## src/rtl/spdif_csx_pkg.sv

```systemverilog
package spdif_csx_pkg;
   typedef enum logic {
      CH_LEFT  = 1'b0,
      CH_RIGHT = 1'b1
   } chan_e;

   localparam int NUM_CH = 2;
endpackage

```

## src/rtl/spdif_csx_frame_ctr.sv

```systemverilog
module spdif_csx_frame_ctr #(
   parameter int FRAMES = 192,
   parameter int IDX_W  = $clog2(FRAMES)
) (
   input  logic             clk,
   input  logic             rst_n,
   input  logic             stb_i,
   input  logic             right_i,
   input  logic             bstart_i,
   output logic [IDX_W-1:0] idx_o,
   output logic             idx_ok_o
);
   localparam logic [IDX_W-1:0] LAST_FRAME = IDX_W'(FRAMES - 1);

   logic [IDX_W-1:0] cnt_q;
   logic             lock_q;
   logic             left_stb;

   assign left_stb = stb_i & ~right_i;

   // index the current subframe belongs to
   always_comb begin
      idx_o    = '0;
      idx_ok_o = 1'b0;
      if (right_i) begin
         idx_o    = cnt_q;
         idx_ok_o = lock_q;
      end else if (bstart_i) begin
         idx_o    = '0;
         idx_ok_o = 1'b1;
      end else if (lock_q && (cnt_q != LAST_FRAME)) begin
         idx_o    = cnt_q + 1'b1;
         idx_ok_o = 1'b1;
      end
   end

   always_ff @(posedge clk) begin
      if (!rst_n) begin
         cnt_q  <= '0;
         lock_q <= 1'b0;
      end else if (left_stb) begin
         if (bstart_i) begin
            cnt_q  <= '0;
            lock_q <= 1'b1;
         end else if (lock_q) begin
            if (cnt_q == LAST_FRAME) begin
               lock_q <= 1'b0;
            end else begin
               cnt_q <= cnt_q + 1'b1;
            end
         end
      end
   end

   assert_restart_at_zero_R6: assert property (@(posedge clk) disable iff (!rst_n)
      (stb_i && !right_i && bstart_i) |=> (idx_ok_o && right_i) || (!right_i && bstart_i) ||
                                           (!right_i && idx_o == IDX_W'(1)));

   assert_lock_drop_R9: assert property (@(posedge clk) disable iff (!rst_n)
      (stb_i && !right_i && !bstart_i && lock_q && cnt_q == LAST_FRAME) |=>
         !(right_i && idx_ok_o));
endmodule

```

## src/rtl/spdif_csx_cs_collect.sv

```systemverilog
module spdif_csx_cs_collect #(
   parameter int CS_BITS = 40,
   parameter int IDX_W   = 8
) (
   input  logic               clk,
   input  logic               rst_n,
   input  logic               stb_i,
   input  logic [IDX_W-1:0]   idx_i,
   input  logic               bit_i,
   output logic [CS_BITS-1:0] cs_o
);
   localparam int POS_W = $clog2(CS_BITS);
   localparam logic [IDX_W-1:0] LAST_IDX = IDX_W'(CS_BITS - 1);
   localparam logic [IDX_W-1:0] LIM_IDX  = IDX_W'(CS_BITS);

   logic [CS_BITS-1:0] sh_q;
   logic [CS_BITS-1:0] cs_q;
   logic [POS_W-1:0]   pos;
   logic               in_window;

   assign pos       = idx_i[POS_W-1:0];
   assign in_window = stb_i && (idx_i < LIM_IDX);

   always_ff @(posedge clk) begin
      if (!rst_n) begin
         sh_q <= '0;
         cs_q <= '0;
      end else if (in_window) begin
         sh_q[pos] <= bit_i;
         if (idx_i == LAST_IDX) begin
            cs_q <= {bit_i, sh_q[CS_BITS-2:0]};
         end
      end
   end

   assign cs_o = cs_q;

   assert_publish_on_last_R4: assert property (@(posedge clk) disable iff (!rst_n)
      !$stable(cs_q) |-> $past(stb_i && idx_i == LAST_IDX));
endmodule

```

## src/rtl/spdif_csx_user_tap.sv

```systemverilog
module spdif_csx_user_tap (
   input  logic clk,
   input  logic rst_n,
   input  logic stb_i,
   input  logic user_i,
   output logic user_data_o,
   output logic user_rdy_o
);
   always_ff @(posedge clk) begin
      if (!rst_n) begin
         user_data_o <= 1'b0;
         user_rdy_o  <= 1'b0;
      end else begin
         user_rdy_o <= stb_i;
         if (stb_i) user_data_o <= user_i;
      end
   end

   assert_rdy_per_strobe_R8: assert property (@(posedge clk) disable iff (!rst_n)
      stb_i |=> user_rdy_o);

   assert_rdy_single_R8: assert property (@(posedge clk) disable iff (!rst_n)
      !stb_i |=> !user_rdy_o);

   assert_data_holds_R8: assert property (@(posedge clk) disable iff (!rst_n)
      !user_rdy_o |-> $stable(user_data_o));
endmodule

```

## src/rtl/spdif_csx_rd_mux.sv

```systemverilog
module spdif_csx_rd_mux #(
   parameter int CS_BITS = 40,
   parameter int RD_W    = 8,
   parameter int ADDR_W  = 4
) (
   input  logic [CS_BITS-1:0] cs_l_i,
   input  logic [CS_BITS-1:0] cs_r_i,
   input  logic [ADDR_W-1:0]  addr_i,
   output logic [RD_W-1:0]    data_o
);
   localparam int BYTES = CS_BITS / RD_W;

   always_comb begin
      data_o = '0;
      for (int b = 0; b < BYTES; b++) begin
         if (addr_i == ADDR_W'(b))         data_o = cs_l_i[b*RD_W +: RD_W];
         if (addr_i == ADDR_W'(BYTES + b)) data_o = cs_r_i[b*RD_W +: RD_W];
      end
   end
endmodule

```

## src/rtl/spdif_csx_top.sv

```systemverilog
module spdif_csx_top #(
   parameter int CS_BITS = 40,
   parameter int FRAMES  = 192,
   parameter int RD_W    = 8,
   parameter int ADDR_W  = 4
) (
   input  logic              clk,
   input  logic              rst_n,
   input  logic              sf_stb,
   input  logic              sf_right,
   input  logic              sf_blk_start,
   input  logic              sf_cs,
   input  logic              sf_user,
   input  logic [ADDR_W-1:0] rd_addr,
   output logic [RD_W-1:0]   rd_data,
   output logic              user_data,
   output logic              user_rdy
);
   import spdif_csx_pkg::*;

   localparam int IDX_W = $clog2(FRAMES);

   generate
      if (FRAMES < CS_BITS) begin : g_bad_frames
         $error("FRAMES must be at least CS_BITS");
      end
      if ((CS_BITS % RD_W) != 0) begin : g_bad_rdw
         $error("CS_BITS must be a multiple of RD_W");
      end
      if (2 * (CS_BITS / RD_W) > (1 << ADDR_W)) begin : g_bad_addr
         $error("ADDR_W too narrow for both status words");
      end
   endgenerate

   logic [IDX_W-1:0]   idx;
   logic               idx_ok;
   chan_e              chan;
   logic [CS_BITS-1:0] cs_word [NUM_CH];

   assign chan = chan_e'(sf_right);

   spdif_csx_frame_ctr #(.FRAMES(FRAMES), .IDX_W(IDX_W)) u_ctr (
      .clk      (clk),
      .rst_n    (rst_n),
      .stb_i    (sf_stb),
      .right_i  (sf_right),
      .bstart_i (sf_blk_start),
      .idx_o    (idx),
      .idx_ok_o (idx_ok)
   );

   for (genvar c = 0; c < NUM_CH; c++) begin : g_ch
      logic ch_stb;
      assign ch_stb = sf_stb && idx_ok && (chan == chan_e'(c));
      spdif_csx_cs_collect #(.CS_BITS(CS_BITS), .IDX_W(IDX_W)) u_col (
         .clk   (clk),
         .rst_n (rst_n),
         .stb_i (ch_stb),
         .idx_i (idx),
         .bit_i (sf_cs),
         .cs_o  (cs_word[c])
      );
   end

   spdif_csx_rd_mux #(.CS_BITS(CS_BITS), .RD_W(RD_W), .ADDR_W(ADDR_W)) u_rd (
      .cs_l_i (cs_word[0]),
      .cs_r_i (cs_word[1]),
      .addr_i (rd_addr),
      .data_o (rd_data)
   );

   spdif_csx_user_tap u_user (
      .clk         (clk),
      .rst_n       (rst_n),
      .stb_i       (sf_stb),
      .user_i      (sf_user),
      .user_data_o (user_data),
      .user_rdy_o  (user_rdy)
   );
endmodule

```

## config.mk

```make
export PLATFORM = sky130hd
export DESIGN_NAME = spdif_csx_top
export DESIGN_NICKNAME = d
export VERILOG_FILES = /design/src/rtl/spdif_csx_pkg.sv /design/src/rtl/spdif_csx_frame_ctr.sv /design/src/rtl/spdif_csx_cs_collect.sv /design/src/rtl/spdif_csx_user_tap.sv /design/src/rtl/spdif_csx_rd_mux.sv /design/src/rtl/spdif_csx_top.sv
export SDC_FILE = /design/constraint.sdc
export NUM_CORES = 1
export LEC_CHECK = 0
export BUFFER_PORTS_ARGS = -buffer_cell sky130_fd_sc_hd__buf_2
export CAP_MARGIN = 20
export CELL_PAD_IN_SITES_DETAIL_PLACEMENT = 0
export CELL_PAD_IN_SITES_GLOBAL_PLACEMENT = 1
export CORE_ASPECT_RATIO = 2
export CORE_MARGIN = 2
export CORE_UTILIZATION = 48
export CTS_CLUSTER_DIAMETER = 80
export DETAILED_ROUTE_END_ITERATION = 6
export PLACE_DENSITY_LB_ADDON = 0.12
export SYNTH_ARGS = -nofsm -noshare
export SYNTH_HDL_FRONTEND = slang
export SYNTH_SLANG_ARGS = --single-unit
```

## constraint.sdc

```tcl
create_clock -name clk -period 2.8 [get_ports clk]
set_clock_uncertainty 0.1 [all_clocks]
set_input_delay 0.56 -clock clk [delete_from_list [all_inputs] [get_ports clk]]
set_output_delay 0.56 -clock clk [all_outputs]
set_load 0.02 [all_outputs]
```

==> results.py <==
metrics = {
    "place": {
        "io_buffers": 20,
        "hpwl_mm": 15.97,
        "place_congestion": 0.8607,
        "dpl_cell_area_sq_um": 8421,
    },
    "power_and_ir_drop": {
        "netSwitchingFraction_pct": 22.56,
        "clock_power_share_pct": 48.1,
        "vdd_drop_max_uv": 473.5,
        "p_seq_share_pct": 47.2,
        "internal_power_mw": 3.953,
        "power_mw": 5.104,
        "p_comb_share_pct": 4.6,
        "p_sw_mw": 1.152,
        "power.leakage_nw": 3.381,
        "power.density_nw_per_um2": 564.3,
    },
    "clocking": {
        "post_cts_buffers": 0,
        "clock_path_buffers": 2,
        "cts_hold_buffers": 0,
        "cts_buffers": 17,
        "cts_resized": 1,
        "cts-root-buf": "clkbuf_16",
        "clock-sinks": 169,
        "tritoncts": "built",
        "clk_latency_ns": 0.42,
        "clkSlewWorstSetupHoldPaths_ns": 0.06,
        "cts_max_level": 4,
    },
    "global_routing": {
        "grt_max_degree": 106,
        "grt_pass1_vias": 6703,
        "grt-ovfl-total": 0,
        "grt_usage_pct": 26.43,
        "grt_pass1_wl_mm": 35.30,
        "antenna_found_initial": 0,
    },
    "route": {
        "vias": 6551,
        "initialDrtViolationCount": 410,
        "drt-total-wl_mm": 22.11,
        "drt_pre_antenna_iters": 5,
        "wire_per_inst_um": 19.31,
        "viasPerCell": 5.721,
        "drc": 0,
        "ant_nets": 0,
    },
    "cells_and_area": {
        "nets": 941,
        "fin_util_pct": 55.88,
        "area_growth_syn_to_layout_pct": 15.07,
        "drive_gt1_share_pct": 15.94,
        "final_area_sq_um": 9045,
        "antenna_cells": 0,
    },
    "synthesis": {
        "yosysSeqAreaShare_pct": 43.04,
        "syn_avg_cell_area_sq_um": 8.792,
        "synth_top_flop_cell": "dfxtp_1",
        "syn_area_sq_um": 7860,
        "synth_nets": 906,
        "synth_top_area_share_pct": 43.04,
        "yosys_warnings": 0,
        "synth-edff-count": 0,
        "yosysMostFrequentCell": "dfxtp_1",
        "synthTopCellsByArea": "dfxtp_1, mux2i_1, nand2_1, o21ai_0, a21oi_1",
        "ys_ff_latch": 169,
        "ys_types": 62,
        "yosys-top-cells-count": "dfxtp_1, nand2_1, mux2i_1",
        "async_reset_ff_share_pct": 0,
        "synthCells": 894,
        "yosysTopAreaCell": "dfxtp_1",
    },
    "floorplan": {
        "row_count": 66,
        "fp.dieH_um": 185.0,
        "start_util_pct": 48.56,
        "core_sq_um": 16190,
        "die_area_sq_um": 17480,
        "ios": 21,
        "die_w_um": 94.49,
    },
    "sta": {
        "fin_setup_tns_ns": 0,
        "hold_violations": 0,
        "relSlewSlack_pct": 50.33,
        "rsz0062_at_grt": "false",
        "period_share_pct": 96.24,
        "max_freq_mhz": 371.1,
        "setup_violations": 0,
        "worstMarginPinSlew_ns": 0.7451,
        "drv_slew": 0,
        "fin_crit_ns": 2.695,
    },
    "critical_path": {
        "worstPathRequired_ns": 2.14,
        "cp.arrival_ns": 2.03,
        "r2r-start": "u_ctr.cnt_q[1]",
        "crit_start": "rd_addr[2]",
        "end_kind": "primary output",
        "path_class": "primary input to primary output",
        "start_kind": "primary input",
        "cp_max_fo": 8,
    },
    "flow_run": {
        "drv_cap": 0,
    },
    "hold_path": {
        "min_path_type": "primary input to flip-flop",
        "hp-start": "sf_user",
    },
    "status": {
        "status": "complete, no violations",
    },
}
## final timing paths
kind              cells after the start                     end  slack (ns)
setup / recovery                      9              rd_data[4]        0.11
hold / removal                        3      u_user.user_data_o        0.29
setup reg to reg                      8  g_ch[0].u_col.sh_q[11]        0.14
hold reg to reg                       2  g_ch[0].u_col.cs_o[20]        0.36
## metal layers
layer	GRT usage (%)	vias to the layer above	part of all wire, %
met5	0	-	0
li1	-	3237	-
met4	14.03	0	4.5
met3	3.539	44	2.0
met2	48.26	96	53
met1	28.96	3174	40
## state kept, by name, indices dropped and copies added, names as in the netlist
| register | flops |
|---|---|
| g_ch.u_col.cs_o | 80 |
| u_user.user_rdy_o | 1 |
| u_ctr.lock_q | 1 |
| g_ch.u_col.sh_q | 78 |
| u_user.user_data_o | 1 |
| u_ctr.cnt_q | 8 |
## cells in the final DEF (no fill, tap or decap), types with 10 or more instances in the layout
cell type / instances
a21oi_1: 52
nor3_1: 28
nand2_1: 165
dfxtp_1: 169
buf_2: 19
nand4_1: 18
nor2_1: 48
o21ai_0: 58
nor3_2: 14
buf_4: 54
nand2b_1: 10
mux2i_1: 130
nand3_1: 34
clkbuf_16: 17
## stage by stage
step / hold slack (ns) / setup slack (ns) / instances
3_5_place_dp: 0.3467 / -0.02665 / 1114
4_1_cts: 0.2821 / 0.04548 / 1145
2_1_floorplan: 0.3316 / 0.2371 / 894
6_report: 0.2886 / 0.1052 / 1145
5_1_grt: 0.3010 / 0.01572 / 1145
3_3_place_gp: 0.3442 / 0.02368 / 1114
## final cells by class
type | instances | area (sq um)
multi-input combinational | 658 | 4154
fill | 1551 | 7141
timing repair buffer | 79 | 620.6
inverter | 4 | 18.77
tap | 204 | 255.2
clock inverter | 10 | 142.6
clock buffer | 21 | 470.5
sequential | 169 | 3383
## logic make-up (layout without fill, tap and decap cells)
| kind of cell | after synthesis | count (layout) | synth area share, % |
|---|---|---|---|
| fa+ha+maj | 1 | 1 | 0.1592 |
| buf+inv | 67 | 114 | 4.330 |
| simple gates | 352 | 352 | 21.47 |
| flops | 169 | 169 | 43.04 |
| xor+xnor | 1 | 1 | 0.1114 |
| compound gates | 169 | 169 | 13.58 |
| mux | 135 | 135 | 17.30 |
## power by group through the flow
stage | clock, mW | sequential, mW | combinational (mW)
finish | 2.46 | 2.41 | 0.236
global placement | 0 | 2.46 | 0.229
CTS | 2.50 | 2.41 | 0.235
global route | 2.58 | 2.41 | 0.256
floorplan | 0 | 2.47 | 0.141
detailed placement | 0 | 2.46 | 0.234
## critical path, stage by stage
cell      delay, ns
buf_2          0.15
or2_2          0.35
nor2_1         0.21
buf_12         0.16
a221oi_1       0.05
o21ai_0        0.12
o31ai_1        0.18
nand2_1        0.10
buf_2          0.16
Note: power is estimated with default switching activity, not from simulation.
